[config.mk]
export PLATFORM = sky130hd
export DESIGN_NAME = ipfx_decoder
export DESIGN_NICKNAME = d
export VERILOG_FILES = /design/src/rtl/ipfx_pkg.sv /design/src/rtl/ipfx_classify.sv /design/src/rtl/ipfx_collect.sv /design/src/rtl/ipfx_resolve.sv /design/src/rtl/ipfx_decoder.sv
export SDC_FILE = /design/constraint.sdc
export NUM_CORES = 1
export LEC_CHECK = 0
export ABC_AREA = 1
export BUFFER_PORTS_ARGS = -buffer_cell sky130_fd_sc_hd__buf_4
export CAP_MARGIN = 20
export CORE_ASPECT_RATIO = 1.2
export CORE_UTILIZATION = 50
export CTS_CLUSTER_DIAMETER = 40
export DETAILED_ROUTE_END_ITERATION = 8
export HOLD_SLACK_MARGIN = 0.03
export PLACE_DENSITY = 0.77
export SLEW_MARGIN = 20
export SYNTH_ARGS = -nofsm -noshare
export SYNTH_HDL_FRONTEND = slang
export SYNTH_HIERARCHICAL = 1
export SYNTH_SLANG_ARGS = --single-unit
[constraint.sdc]
create_clock -name clk -period 3.14 [get_ports clk]
set_input_delay 0.628 -clock clk [delete_from_list [all_inputs] [get_ports clk]]
set_output_delay 0.628 -clock clk [all_outputs]
set_load 0.005 [all_outputs]
[src/rtl/ipfx_pkg.sv]
package ipfx_pkg;

  localparam logic [1:0] SZ16 = 2'd0;
  localparam logic [1:0] SZ32 = 2'd1;
  localparam logic [1:0] SZ64 = 2'd2;

  // mode code 2 or 3 means 64-bit
  function automatic logic is_wide(input logic [1:0] m);
    return m[1];
  endfunction

  function automatic logic is_legacy(input logic [7:0] b);
    case (b)
      8'h26, 8'h2E, 8'h36, 8'h3E, 8'h64, 8'h65,
      8'h66, 8'h67, 8'hF0, 8'hF2, 8'hF3: return 1'b1;
      default: return 1'b0;
    endcase
  endfunction

  // {hit, code}; in wide mode the four old segment bytes do not hit
  function automatic logic [3:0] seg_of(input logic [7:0] b, input logic wide);
    case (b)
      8'h26: return wide ? 4'h0 : 4'h9;
      8'h2E: return wide ? 4'h0 : 4'hA;
      8'h36: return wide ? 4'h0 : 4'hB;
      8'h3E: return wide ? 4'h0 : 4'hC;
      8'h64: return 4'hD;
      8'h65: return 4'hE;
      default: return 4'h0;
    endcase
  endfunction

  function automatic logic [1:0] op_size(input logic [1:0] m, input logic p66, input logic w);
    if (is_wide(m)) return w ? SZ64 : (p66 ? SZ16 : SZ32);
    if (m == 2'd1)  return p66 ? SZ16 : SZ32;
    return p66 ? SZ32 : SZ16;
  endfunction

  function automatic logic [1:0] ad_size(input logic [1:0] m, input logic p67);
    if (is_wide(m)) return p67 ? SZ32 : SZ64;
    if (m == 2'd1)  return p67 ? SZ16 : SZ32;
    return p67 ? SZ32 : SZ16;
  endfunction

  function automatic logic banned_wide(input logic [7:0] op);
    case (op)
      8'h06, 8'h07, 8'h0E, 8'h16, 8'h17, 8'h1E, 8'h1F,
      8'h27, 8'h2F, 8'h37, 8'h3F, 8'h60, 8'h61, 8'h62,
      8'h82, 8'h9A, 8'hD4, 8'hD5, 8'hD6, 8'hEA: return 1'b1;
      default: return 1'b0;
    endcase
  endfunction

endpackage

[src/rtl/ipfx_classify.sv]
module ipfx_classify
  import ipfx_pkg::*;
(
  input  logic [7:0] byte_i,
  input  logic [1:0] mode_i,
  output logic       legacy_o,
  output logic       ext_o,
  output logic       p66_o,
  output logic       p67_o,
  output logic       seg_hit_o,
  output logic [2:0] seg_code_o
);
  logic [3:0] seg_w;

  always_comb begin
    seg_w      = seg_of(byte_i, is_wide(mode_i));
    legacy_o   = is_legacy(byte_i);
    ext_o      = is_wide(mode_i) && (byte_i[7:4] == 4'h4);
    p66_o      = (byte_i == 8'h66);
    p67_o      = (byte_i == 8'h67);
    seg_hit_o  = seg_w[3];
    seg_code_o = seg_w[2:0] - 3'd0;
  end
endmodule

[src/rtl/ipfx_collect.sv]
module ipfx_collect #(
  parameter int MAX_PREFIX = 14
) (
  input  logic       clk,
  input  logic       rst_n,
  input  logic       take_i,
  input  logic       clear_i,
  input  logic       ext_i,
  input  logic [3:0] ext_bits_i,
  input  logic       p66_i,
  input  logic       p67_i,
  input  logic       seg_hit_i,
  input  logic [2:0] seg_code_i,
  output logic       p66_o,
  output logic       p67_o,
  output logic       ext_v_o,
  output logic [3:0] ext_bits_o,
  output logic [2:0] seg_o,
  output logic       limit_o
);
  localparam int CW = $clog2(MAX_PREFIX + 1);
  localparam logic [CW-1:0] LIMIT = CW'(MAX_PREFIX);

  logic [CW-1:0] cnt;

  always_ff @(posedge clk) begin
    if (!rst_n || clear_i) begin
      cnt        <= '0;
      p66_o      <= 1'b0;
      p67_o      <= 1'b0;
      ext_v_o    <= 1'b0;
      ext_bits_o <= '0;
      seg_o      <= '0;
    end else if (take_i) begin
      cnt <= cnt + 1'b1;
      if (ext_i) begin
        ext_v_o    <= 1'b1;
        ext_bits_o <= ext_bits_i;
      end else begin
        ext_v_o    <= 1'b0;
        ext_bits_o <= '0;
        if (p66_i)     p66_o <= 1'b1;
        if (p67_i)     p67_o <= 1'b1;
        if (seg_hit_i) seg_o <= seg_code_i;
      end
    end
  end

  assign limit_o = (cnt == LIMIT);
endmodule

[src/rtl/ipfx_resolve.sv]
module ipfx_resolve
  import ipfx_pkg::*;
(
  input  logic [1:0] mode_i,
  input  logic [7:0] opcode_i,
  input  logic       p66_i,
  input  logic       p67_i,
  input  logic       ext_v_i,
  input  logic [3:0] ext_bits_i,
  input  logic       overlong_i,
  output logic [1:0] opsize_o,
  output logic [1:0] adsize_o,
  output logic [3:0] ext_o,
  output logic       illegal_o
);
  logic w_eff;

  always_comb begin
    ext_o     = ext_v_i ? ext_bits_i : 4'h0;
    w_eff     = ext_o[3];
    opsize_o  = op_size(mode_i, p66_i, w_eff);
    adsize_o  = ad_size(mode_i, p67_i);
    illegal_o = !overlong_i && is_wide(mode_i) && banned_wide(opcode_i);
  end
endmodule

[src/rtl/ipfx_decoder.sv]
module ipfx_decoder #(
  parameter int MAX_PREFIX = 14
) (
  input  logic       clk,
  input  logic       rst_n,
  input  logic       in_valid,
  output logic       in_ready,
  input  logic [7:0] in_byte,
  input  logic [1:0] mode,
  output logic       out_valid,
  output logic [7:0] out_opcode,
  output logic [1:0] out_opsize,
  output logic [1:0] out_adsize,
  output logic       out_ext_w,
  output logic       out_ext_r,
  output logic       out_ext_x,
  output logic       out_ext_b,
  output logic [2:0] out_seg,
  output logic       out_illegal,
  output logic       out_overlong
);
  // named internal events
  logic       acc_fire, is_prefix, take_pfx, op_fire, overlong_now;
  logic       c_legacy, c_ext, c_p66, c_p67, c_seg_hit;
  logic [2:0] c_seg;
  logic       h_p66, h_p67, h_ext_v, limit_hit;
  logic [3:0] h_ext;
  logic [2:0] h_seg;
  logic [1:0] r_op, r_ad;
  logic [3:0] r_ext;
  logic       r_ill;

  assign in_ready     = !out_valid;
  assign acc_fire     = in_valid && in_ready;
  assign is_prefix    = c_legacy || c_ext;
  assign overlong_now = is_prefix && limit_hit;
  assign take_pfx     = acc_fire && is_prefix && !limit_hit;
  assign op_fire      = acc_fire && (!is_prefix || limit_hit);

  ipfx_classify u_cls (
    .byte_i(in_byte), .mode_i(mode),
    .legacy_o(c_legacy), .ext_o(c_ext), .p66_o(c_p66), .p67_o(c_p67),
    .seg_hit_o(c_seg_hit), .seg_code_o(c_seg)
  );

  ipfx_collect #(.MAX_PREFIX(MAX_PREFIX)) u_col (
    .clk(clk), .rst_n(rst_n), .take_i(take_pfx), .clear_i(op_fire),
    .ext_i(c_ext), .ext_bits_i(in_byte[3:0]), .p66_i(c_p66), .p67_i(c_p67),
    .seg_hit_i(c_seg_hit), .seg_code_i(c_seg),
    .p66_o(h_p66), .p67_o(h_p67), .ext_v_o(h_ext_v), .ext_bits_o(h_ext),
    .seg_o(h_seg), .limit_o(limit_hit)
  );

  ipfx_resolve u_res (
    .mode_i(mode), .opcode_i(in_byte), .p66_i(h_p66), .p67_i(h_p67),
    .ext_v_i(h_ext_v), .ext_bits_i(h_ext), .overlong_i(overlong_now),
    .opsize_o(r_op), .adsize_o(r_ad), .ext_o(r_ext), .illegal_o(r_ill)
  );

  always_ff @(posedge clk) begin
    if (!rst_n) begin
      out_valid    <= 1'b0;
      out_opcode   <= '0;
      out_opsize   <= '0;
      out_adsize   <= '0;
      {out_ext_w, out_ext_r, out_ext_x, out_ext_b} <= '0;
      out_seg      <= '0;
      out_illegal  <= 1'b0;
      out_overlong <= 1'b0;
    end else begin
      out_valid <= op_fire;
      if (op_fire) begin
        out_opcode   <= in_byte;
        out_opsize   <= r_op;
        out_adsize   <= r_ad;
        {out_ext_w, out_ext_r, out_ext_x, out_ext_b} <= r_ext;
        out_seg      <= h_seg;
        out_illegal  <= r_ill;
        out_overlong <= overlong_now;
      end
    end
  end
endmodule

==> qor.log <==
INFO  yosys          synth_area=2120um2
INFO  final_layout   antenna-diode-count=0
INFO  clock_tree     cts.repair.resized=0
INFO  route          avgViaCountPerCell=4.78
INFO  clock_tree     worst_skew_pair.late_latency=0.28ns
INFO  timing         finalSetupTns=0ns
INFO  critical_path  crit_path_buf_inv_count=4
INFO  final_layout   nets=376
INFO  route          wirelength=4360um
INFO  critical_path  worst_path_dominant_cell_family=simple AND/OR/NAND/NOR gates
INFO  route          routed-via-count=1,985
INFO  placement      dp_hpwl=3310um
INFO  critical_path  cpMostUsedCell=nand2_2
INFO  power_and_ir_drop reg_power_frac=0.503
INFO  critical_path  crit_path_cell_trace=buf_4, inv_1, nand2_2, nor2_1, nand2_1, nand2_2, nor2_1, nand2_1, o21ai_2, nand2_2, inv_2, nor2_4, inv_1, a21oi_1
INFO  final_layout   ratio_of_cells_with_drive_above_1_in_the_final_layout=0.252
INFO  die            initial_core_util=0.530
INFO  global_routing global_route.usage.total=0.213
INFO  clock_tree     ctsRootBufferMaster=clkbuf_8
INFO  final_layout   finish.instance_area=2480um2
INFO  power_and_ir_drop switching_share=0.274
INFO  clock_tree     post-cts-setup-buffer-count=0
INFO  critical_path  setup.worst_path.class=primary input to flop
INFO  final_layout   layout_common_cells=nand2_1 (81), nor2_1 (64), buf_4 (39)
INFO  critical_path  worst_path_max_delay_cell=o21ai_2
INFO  placement      post-place-ws=0.610ns
INFO  hold_path      hold_path.class=flop to flop
INFO  timing         fin_worst_skew=0.00532ns
INFO  timing         finalCritPeriodShare=0.725
INFO  placement      place.gp.congestion=0.924
INFO  power_and_ir_drop share_comb_of_total_power=0.189
INFO  route          initialDrtViolationCount=90
INFO  global_routing grt_remaining_overflow=0
INFO  route          first_pass_iters=5
INFO  power_and_ir_drop post-layout-total-power=980uW
INFO  die            num_rows=25
INFO  yosys          synth-seq-cells=36
INFO  die            coreArea=4000um2
INFO  yosys          synth.avg_cell_area=6.53um2
INFO  global_routing grt_first_pass_wirelength=7130um
INFO  yosys          postSynth.topFlopCell=dfxtp_1
INFO  yosys          synth-edff-count=0
INFO  final_layout   regArea=721um2
INFO  critical_path  slowest_delay=0.40ns
INFO  global_routing number_of_global_route_vias_before_repair=1,716
INFO  timing         maximum_clock_frequency=439MHz
INFO  yosys          synthDistinctLibCells=28
INFO  clock_tree     clk_path_buf_depth=2
INFO  clock_tree     clkSlewWorstSetupHoldPaths=0.07ns
INFO  yosys          synthesis.yosys.warnings=6
INFO  power_and_ir_drop power_report.internal_total=712uW
INFO  final_layout   multi_input_gate_area_in_the_final_layout=1150um2
INFO  timing         period_minus_slack=2.28ns
INFO  clock_tree     cts_inserted_buffers=5
INFO  final_layout   utilization=0.620
INFO  timing         timing.final.hold_violations=0
INFO  die            die-width=61.5um
INFO  clock_tree     holdBufCountCts=0
INFO  power_and_ir_drop share_clk_of_total_power=0.309
INFO  yosys          async_flop_share=0
INFO  critical_path  critPathMaxFanout=13
INFO  timing         setup_viol_count_final=0
INFO  final_layout   syn2layout_area_growth=17.1%
INFO  yosys          synthDominantAreaCellType=dfxtp_1
INFO  timing         rsz0062_at_grt=no
INFO  global_routing grt_antenna_before_repair=0
INFO  route          ant_nets=0
INFO  timing         worst_slew_pin_slew=0.479ns
INFO  status         run_status=completed
INFO  yosys          synth_cells=325
INFO  route          drc=0
INFO  power_and_ir_drop netSwitchingPower=268uW
INFO  power_and_ir_drop p_leak=0.00126uW
INFO  clock_tree     clock_tree.htree_level_count=2
INFO  clock_tree     tritoncts=done
INFO  global_routing maximum_number_of_pins_on_one_net_before_global_route_repair=23
INFO  final_layout   layout_commonest_cell=nand2_1
INFO  die            io-pin-count=36
INFO  power_and_ir_drop cellPowerDensity=395nW/um2
INFO  critical_path  worst_setup_path_end_kind=flop
INFO  critical_path  timing.critical_path.arrival=2.44ns
INFO  flow_run       maxCapViolations=0
INFO  die            dieHeight=73.3um
INFO  timing         worst_slew_margin_rel=0.680
INFO  route          avgRoutedWirePerCell=10.5um
INFO  placement      placement.io_buffers=35
INFO  die            die_area=4510um2
INFO  placement      place_area=2400um2
INFO  yosys          synth_top_cells_by_area=dfxtp_1 (34%), nand2_1 (14%), nor2_1 (11%)
INFO  yosys          yosysSeqAreaShare=0.340
INFO  yosys          synth_fp_nets=340
INFO  critical_path  launching_element_type_of_the_critical_path=primary input
INFO  timing         finalWorstSetupSlack=0.863ns
INFO  final_layout   number_of_filler_instances_in_the_final_layout=401
INFO  power_and_ir_drop ir_drop=0.134mV
INFO  critical_path  worstPathRequired=3.30ns
INFO  clock_tree     cts_sinks=36
INFO  timing         report.final.slew_viol_count=0
INFO  yosys          synthDominantCellAreaShare=0.340
## stage by stage
step | cells | hold WS (ns)
3_3_place_gp | 408 | 0.453
4_1_cts | 415 | 0.474
6_report | 415 | 0.472
5_1_grt | 415 | 0.494
2_1_floorplan | 325 | 0.444
3_5_place_dp | 408 | 0.457
## power by group through the flow
stage	Combinational (uW)	Sequential, uW	Clock, uW
after floorplan	117	504	0
after global placement	184	503	0
after detailed placement	185	504	0
after CTS	186	493	311
after global routing	209	496	330
final	185	493	302
## sequential cells by signal, summed over array words and instances (netlist names)
signal and count:
u_col/ext_bits_o 4, u_col/p67_o 1, out_ext_w 1, out_opcode 8, out_illegal 1, out_ext_x 1, out_opsize 2, out_ext_b 1
out_valid 1, u_col/seg_o 3, out_ext_r 1, out_seg 3, out_overlong 1, u_col/p66_o 1, u_col/cnt 4, u_col/ext_v_o 1
out_adsize 2
## final timing paths
check                                           end  slack, ns  cells after the start    startpoint
worst max register to register  u_col/ext_bits_o[3]       1.21                     10  u_col/cnt[0]
worst max-delay path            u_col/ext_bits_o[3]       0.86                     14    in_byte[3]
worst min-delay path                   out_overlong       0.47                      2  out_overlong
worst min register to register         out_overlong       0.47                      2  out_overlong
## worst min-delay path: stages, from the launching register on
cell     delay [ns]
dfxtp_1        0.32
nand2_1        0.06
a21oi_1        0.05
## cells by family after synthesis
kind of cell / Yosys count / share of synthesized area
XOR/XNOR: 1 / 0.00413
flip-flops: 36 / 0.340
buffers and inverters: 56 / 0.119
AO/OA/AOI/OAI: 17 / 0.0419
AND/OR/NAND/NOR: 213 / 0.483
adder cells (fa/ha/maj): 2 / 0.0118
## synth_stat cells (4+ instances only)
cell type	count
nand2_1	81
nor2_1	64
dfxtp_1	36
inv_1	34
nand3b_1	20
nor2_2	15
a21oi_1	13
inv_2	10
nand2_2	10
nand3_1	10
buf_2	4
nand3_2	4
## final cells by class
type                       instances  share of cell area
clock inverter                     1             0.00202
tap                               54              0.0272
clock buffer                       6              0.0292
inverter                          46              0.0711
multi-input combinational        233               0.462
sequential                        36               0.290
timing repair buffer              39               0.118
## metal layers
layer  vias to the layer above  part of all wire  track usage
li1                       1057                 -            -
met2                        52              0.47        0.345
met5                         -                 0            0
met4                         0             0.028        0.119
met3                        12             0.043       0.0352
met1                       864              0.45        0.263
Note: power is estimated with default switching activity, not from simulation.
